[config.mk]
export PLATFORM = sky130hd
export DESIGN_NAME = pgflash_rd_ctrl
export DESIGN_NICKNAME = d
export VERILOG_FILES = /design/src/rtl/fpr_pkg.sv /design/src/rtl/fpr_page_track.sv /design/src/rtl/fpr_wait_timer.sv /design/src/rtl/fpr_idle_timer.sv /design/src/rtl/pgflash_rd_ctrl.sv
export SDC_FILE = /design/constraint.sdc
export NUM_CORES = 1
export LEC_CHECK = 0
export ABC_AREA = 1
export BUFFER_PORTS_ARGS = -buffer_cell sky130_fd_sc_hd__buf_2
export CAP_MARGIN = 20
export CORE_ASPECT_RATIO = 0.75
export CORE_MARGIN = 3
export CORE_UTILIZATION = 42
export DETAILED_ROUTE_END_ITERATION = 8
export PLACE_DENSITY = 0.66
export SETUP_SLACK_MARGIN = 0.3
export SYNTH_ARGS = -nofsm -noshare
export SYNTH_HDL_FRONTEND = slang
export SYNTH_SLANG_ARGS = --single-unit
[constraint.sdc]
create_clock -name clk -period 2.3 [get_ports clk]
set_input_delay 0.345 -clock clk [delete_from_list [all_inputs] [get_ports clk]]
set_output_delay 0.345 -clock clk [all_outputs]
set_load 0.01 [all_outputs]
[src/rtl/fpr_pkg.sv]
package fpr_pkg;
  typedef enum logic [0:0] {
    ACC_IDLE = 1'b0,
    ACC_WAIT = 1'b1
  } acc_state_t;
endpackage

[src/rtl/fpr_page_track.sv]
module fpr_page_track #(
  parameter int TAG_W = 9
) (
  input  logic             clk,
  input  logic             rst_n,
  input  logic             open_i,
  input  logic             close_i,
  input  logic [TAG_W-1:0] tag_i,
  input  logic             mode_i,
  output logic             hit_o
);
  logic             vld_q;
  logic [TAG_W-1:0] tag_q;
  logic             mode_q;

  always_ff @(posedge clk or negedge rst_n) begin
    if (!rst_n) begin
      vld_q  <= 1'b0;
      tag_q  <= '0;
      mode_q <= 1'b0;
    end else if (open_i) begin
      vld_q  <= 1'b1;
      tag_q  <= tag_i;
      mode_q <= mode_i;
    end else if (close_i) begin
      vld_q  <= 1'b0;
    end
  end

  assign hit_o = vld_q && (tag_q == tag_i) && (mode_q == mode_i);

  // a page that was closed cannot produce a hit in the next cycle
  a_r6_closed_no_hit: assert property (@(posedge clk) disable iff (!rst_n)
    close_i && !open_i |=> !hit_o);
endmodule

[src/rtl/fpr_wait_timer.sv]
module fpr_wait_timer #(
  parameter int CNT_W = 8
) (
  input  logic             clk,
  input  logic             rst_n,
  input  logic             load_i,
  input  logic [CNT_W-1:0] len_i,
  output logic             last_o
);
  logic [CNT_W-1:0] cnt_q;

  always_ff @(posedge clk or negedge rst_n) begin
    if (!rst_n) begin
      cnt_q <= '0;
    end else if (load_i) begin
      cnt_q <= len_i - CNT_W'(1);
    end else if (cnt_q != '0) begin
      cnt_q <= cnt_q - CNT_W'(1);
    end
  end

  assign last_o = (cnt_q == '0);

  // the wait length handed in is never zero
  a_r10_len_nonzero: assert property (@(posedge clk) disable iff (!rst_n)
    load_i |-> len_i != '0);
endmodule

[src/rtl/fpr_idle_timer.sv]
module fpr_idle_timer #(
  parameter int LIMIT = 16
) (
  input  logic clk,
  input  logic rst_n,
  input  logic tick_i,
  output logic expire_o
);
  localparam int IW = (LIMIT > 2) ? $clog2(LIMIT) : 1;

  logic [IW-1:0] cnt_q;

  assign expire_o = tick_i && (cnt_q == IW'(LIMIT - 1));

  always_ff @(posedge clk or negedge rst_n) begin
    if (!rst_n) begin
      cnt_q <= '0;
    end else if (!tick_i || expire_o) begin
      cnt_q <= '0;
    end else begin
      cnt_q <= cnt_q + IW'(1);
    end
  end
endmodule

[src/rtl/pgflash_rd_ctrl.sv]
module pgflash_rd_ctrl
  import fpr_pkg::*;
#(
  parameter int ADDR_W   = 22,
  parameter int DATA_W   = 16,
  parameter int CNT_W    = 6,
  parameter int IDLE_CYC = 32
) (
  input  logic              clk,
  input  logic              rst_n,
  input  logic [CNT_W-1:0]  t_init,
  input  logic [CNT_W-1:0]  t_page,
  input  logic              close_req,
  input  logic              req_valid,
  output logic              req_ready,
  input  logic [ADDR_W:0]   req_addr,
  input  logic              req_byte,
  output logic              rsp_valid,
  output logic [DATA_W-1:0] rsp_data,
  output logic              fl_ce_n,
  output logic              fl_oe_n,
  output logic              fl_we_n,
  output logic [ADDR_W-1:0] fl_addr,
  output logic              fl_addr_lsb,
  input  logic [DATA_W-1:0] fl_dq_in
);
  localparam int TAG_W = ADDR_W - 3;

  acc_state_t        st_q;
  logic              byte_q;
  logic              accept;
  logic              hit;
  logic              last;
  logic              idle_tick;
  logic              idle_exp;
  logic              page_close;
  logic [TAG_W-1:0]  req_tag;
  logic [CNT_W-1:0]  init_eff;
  logic [CNT_W-1:0]  page_eff;
  logic [CNT_W-1:0]  wait_len;
  logic [DATA_W-1:0] dq_fmt;

  assign fl_we_n   = 1'b1;
  assign req_ready = (st_q == ACC_IDLE) && !close_req;
  assign accept    = req_valid && req_ready;
  assign req_tag   = req_byte ? req_addr[ADDR_W:4] : req_addr[ADDR_W-1:3];
  assign init_eff  = (t_init == '0) ? CNT_W'(1) : t_init;
  assign page_eff  = (t_page == '0) ? CNT_W'(1) : t_page;
  assign wait_len  = hit ? page_eff : init_eff;

  assign idle_tick  = (st_q == ACC_IDLE) && !fl_ce_n && !accept && !close_req;
  assign page_close = (st_q == ACC_IDLE) && (close_req || idle_exp);

  always_comb begin
    dq_fmt = fl_dq_in;
    if (byte_q) begin
      dq_fmt      = '0;
      dq_fmt[7:0] = fl_dq_in[7:0];
    end
  end

  fpr_page_track #(.TAG_W(TAG_W)) u_page (
    .clk     (clk),
    .rst_n   (rst_n),
    .open_i  (accept),
    .close_i (page_close),
    .tag_i   (req_tag),
    .mode_i  (req_byte),
    .hit_o   (hit)
  );

  fpr_wait_timer #(.CNT_W(CNT_W)) u_wait (
    .clk    (clk),
    .rst_n  (rst_n),
    .load_i (accept),
    .len_i  (wait_len),
    .last_o (last)
  );

  fpr_idle_timer #(.LIMIT(IDLE_CYC)) u_idle (
    .clk      (clk),
    .rst_n    (rst_n),
    .tick_i   (idle_tick),
    .expire_o (idle_exp)
  );

  always_ff @(posedge clk or negedge rst_n) begin
    if (!rst_n) begin
      st_q        <= ACC_IDLE;
      fl_ce_n     <= 1'b1;
      fl_oe_n     <= 1'b1;
      fl_addr     <= '0;
      fl_addr_lsb <= 1'b0;
      byte_q      <= 1'b0;
      rsp_valid   <= 1'b0;
      rsp_data    <= '0;
    end else begin
      rsp_valid <= 1'b0;
      case (st_q)
        ACC_IDLE: begin
          if (accept) begin
            st_q    <= ACC_WAIT;
            fl_ce_n <= 1'b0;
            fl_oe_n <= 1'b0;
            byte_q  <= req_byte;
            if (req_byte) begin
              fl_addr     <= req_addr[ADDR_W:1];
              fl_addr_lsb <= req_addr[0];
            end else begin
              fl_addr     <= req_addr[ADDR_W-1:0];
              fl_addr_lsb <= 1'b0;
            end
          end else if (page_close) begin
            fl_ce_n <= 1'b1;
          end
        end
        ACC_WAIT: begin
          if (last) begin
            st_q      <= ACC_IDLE;
            fl_oe_n   <= 1'b1;
            rsp_valid <= 1'b1;
            rsp_data  <= dq_fmt;
          end
        end
        default: st_q <= ACC_IDLE;
      endcase
    end
  end

  // output enable only ever low with chip enable low
  a_r2_oe_needs_ce: assert property (@(posedge clk) disable iff (!rst_n)
    !fl_oe_n |-> !fl_ce_n);
  // address stays put while the access waits
  a_r3_addr_hold: assert property (@(posedge clk) disable iff (!rst_n)
    !fl_oe_n |=> fl_oe_n || ($stable(fl_addr) && $stable(fl_addr_lsb)));
  // response strobe is one cycle wide
  a_r9_rsp_pulse: assert property (@(posedge clk) disable iff (!rst_n)
    rsp_valid |=> !rsp_valid);
  // response follows the end of a wait
  a_r9_rsp_after_wait: assert property (@(posedge clk) disable iff (!rst_n)
    rsp_valid |-> $rose(fl_oe_n));
  // no new request taken while waiting
  a_r11_no_ready_busy: assert property (@(posedge clk) disable iff (!rst_n)
    !fl_oe_n |-> !req_ready);
  // close request releases chip enable in the next cycle
  a_r8_close_ce: assert property (@(posedge clk) disable iff (!rst_n)
    close_req && fl_oe_n |=> fl_ce_n);
endmodule

==> results by group <==
CTS
  • Cts hold-fix bufs: 0
  • CTS Buf Count: 9
  • CTS root buf: clkbuf_16
  • Clk sink count: 76
  • Worst skew pair latency: 0.33 ns
  • Clock transition at the registers of the reported paths: 0.06 ns
  • Largest buffer count on any clock path: 2
  • TritonCTS clock tree: yes
  • H-tree levels: 3

Timing
  • Clock skew: 0.00666 ns
  • TNS Setup: 0 ns
  • Final hold violation count: 19
  • Final setup vio count: 0
  • Tightest Pin Transition: 0.518 ns
  • Final Cycle Share: 0.877
  • FMAX: 0.496 GHz
  • Final Critical Period: 2.02 ns
  • Max-slew headroom: 0.655
  • Worst hold slack: -0.0227 ns
  • Final Max Slew Viols: 0
  • RSZ-0062 raised after global routing: true

Yosys
  • Fraction of the yosys area taken by sequential cells: 0.504
  • Library cells used by synthesis: 37
  • Cells after Synth: 496
  • Avg Cell Area, Syn: 7.61 um2
  • Post-synthesis xor/xnor area fraction: 0.00232
  • Post-synthesis adder-cell area fraction: 0.00994
  • Synth Area in Compound Gates: 0.0719
  • Synthesis Warnings: 0
  • Synth Register Bits: 76
  • Synthesized net count: 555
  • Mux contribution to synthesized area: 0
  • Simple-gate share of the synthesized area: 0.332
  • Largest family of logic cells by synthesized area: simple AND/OR/NAND/NOR gates
  • Mapped cell area: 0.00378 mm2

Floorplanning
  • Rows: 29
  • Die area: 0.0102 mm2
  • Initial Utilization: 0.439
  • Die Span X: 115 um
  • Core ar.: 0.00860 mm2
  • Top Ports: 100
  • Die Y: 88.1 um

Place
  • DP HPWL: 7170 um
  • I/O Buffers: 98
  • Placer congestion estimate: 0.833
  • Placed Cells: 696

Pwr
  • PD cells: 1180 mW/mm2
  • Peak VDD IR: 511 uV
  • Total power: 5.83 mW
  • Leakage: 2.67 nW

Run
  • Max-cap violations: 0

Setup path
  • Critical Path Start Type: input port
  • Crit path max fanout: 12
  • Crit-path cells: buf_8 > buf_12 > nand2_2 > nand2_1 > nand2_1 > nand2_1 > nor2_1 > nand2_2 > nor2_4 > nand3_4 > nand2_2 > nand3_2 > nand2_2 > inv_2 > ha_4 > or2_1 > a21oi_2
  • R2R Path Start: u_page.tag_q[0]
  • Worst EP required: 2.56 ns
  • Crit path largest cell delay: 0.21 ns
  • Crit. path cell count: 17
  • Bufs and invs on worst path: 3
  • Cell count of the worst reg-to-reg path: 14
  • RR Endpoint: u_wait.cnt_q[2]
  • Largest delay contributor family on the critical path: simple AND/OR/NAND/NOR gates
  • Crit path DAT: 2.28 ns
  • Critical Path End Type: flip-flop
  • CP max-delay cell: nor2_4
  • Crit path top cell by count: nand2_2
  • R2r setup slk: 0.30 ns
  • Critical path class: input port to flip-flop

Detailed routing
  • Final WL: 10,000 um
  • Final ANT Viol Nets: 0
  • Drt pass-1 iters: 5
  • Initial DRC Count: 207
  • Routed wire per std cell: 13.9 um
  • DRC: 0
  • Vias per std cell: 4.94
  • Vias: 3,565

Final layout
  • Nets@finish: 668
  • P&R area growth vs syn: 30.6%
  • Filler instances: 809
  • Commonest non-fill, non-tap cell in the layout: nand2_1
  • Share of layout cells above drive strength 1: 0.300
  • Fin cells: 722
  • Diode count: 0
  • Most frequent cells in the layout: 201 x nand2_1, 96 x buf_2, 74 x dfrtp_1, 40 x inv_1, 31 x nand3_1

Hold path
  • Worst hold path type: input port to async pin

Global route
  • Tot GR Track Use: 0.198
  • Largest net degree at the start of global routing: 40
  • Total gr overflow: 0
  • Vias in the first global route: 3,291
  • Antenna violations before repair: 0
  • Global-route wire length before repair: 15,900 um

Run status
  • Failing checks: negative hold slack
  • Status: finished, violations left
==> worst max path at each step <==
stage                     slack, ns               to     start
final                          0.28  u_wait.cnt_q[2]  req_byte
after global routing           0.14  u_wait.cnt_q[2]  req_byte
after CTS                      0.27  u_wait.cnt_q[2]  req_byte
after detailed placement      -0.08  u_wait.cnt_q[2]  req_byte
after global placement        -0.02  u_wait.cnt_q[2]  req_byte
after floorplan                0.24  u_wait.cnt_q[2]  req_byte
==> flip-flops by register name, indices dropped and copies added, names as in the netlist <==
register	flops
fl_addr	22
u_page.tag_q	19
rsp_data	16
u_wait.cnt_q	6
u_idle.cnt_q	5
byte_q	1
fl_addr_lsb	1
fl_ce_n	1
fl_oe_n	1
rsp_valid	1
st_q	1
u_page.mode_q	1
u_page.vld_q	1
==> worst register-to-register path: stages (launching register included) <==
cell and delay, ns:
dfrtp_1 0.37, inv_1 0.06, nand2_1 0.06, nand2_1 0.08, nor2_1 0.14, nand2_2 0.09, nor2_4 0.21, nand3_4 0.13
nand2_2 0.10, nand3_2 0.07, nand2_2 0.08, inv_2 0.05, ha_4 0.16, or2_1 0.22, a21oi_2 0.13
==> final cells by class <==
cell class | instances | area, um2 | area share
Sequential cell | 76 | 1900 | 0.386
Multi-Input combinational cell | 354 | 1700 | 0.344
Timing Repair Buffer | 118 | 686 | 0.139
Clock buffer | 10 | 239 | 0.0484
Inverter | 49 | 200 | 0.0406
Tap cell | 108 | 135 | 0.0274
Clock inverter | 6 | 63.8 | 0.0129
Timing Repair inverter | 1 | 8.76 | 0.00178
==> synth_stat cells, drive strengths merged <==
library cell  instances  area share
ha                    3      0.0099
o21ai                31       0.041
nand3                38       0.055
buf                  10       0.022
o211ai                3      0.0060
conb                  1     0.00099
xor2                  1      0.0023
o21a                  1      0.0020
or4                   1      0.0020
inv                  48       0.048
a21oi                 5      0.0066
a31o                  1      0.0023
o21bai                2      0.0040
dfrtp                74        0.49
nand4                 5      0.0083
dfstp                 2       0.014
or2                   3      0.0050
o22ai                 1      0.0033
a31oi                 4      0.0066
nor2                 33       0.038
clkbuf                7      0.0070
nor3                  2      0.0027
nand2               218        0.22
clkinv                1     0.00099
nor3b                 1      0.0020
==> per-stage QoR <==
step | setup slack, ns | hold WS, ns | utilization | area, um2
floorplan | 0.236 | 0.0494 | - | 3790
global placement | -0.0175 | 0.355 | 0.513 | 4410
detailed placement | -0.0815 | 0.357 | 0.513 | 4410
CTS | 0.272 | 0.000111 | 0.549 | 4720
global route | 0.142 | 0.0161 | 0.574 | 4930
finish | 0.284 | -0.0227 | 0.574 | 4930
==> power breakdown <==
part,internal [mW],switching (mW),leakage [nW],total [mW]
logic,0.866,1.26,1.59,2.13
registers,1.95,0.329,0.935,2.28
clock network,0.867,0.555,0.144,1.42
total,3.69,2.15,2.67,5.83
==> per-layer routing <==
metal | vias to the layer above | part of all wire | track usage | wire length, um
met5 | - | 0 | 0 | 0
li1 | 1773 | - | - | -
met1 | 1680 | 0.47 | 0.283 | 4670
met4 | 0 | 0.010 | 0.0384 | 103
met2 | 101 | 0.46 | 0.299 | 4610
met3 | 11 | 0.062 | 0.0635 | 619
==> cells by family (layout without fill, tap and decap cells) <==
kind of cell	count (synthesis)	after routing
flops	76	76
fa+ha+maj	3	3
xor+xnor	1	1
simple gates	301	301
other cells	1	1
buf+inv	66	184
compound gates	48	48
==> repair_timing <==
action                                  CTS  global route
gates resized for setup                   3            41
cloned                                    0             1
pin swaps                                 1            23
buffers inserted                          0             9
endpoints found under the setup margin   18            21
Power figures use the tool's default switching activity.
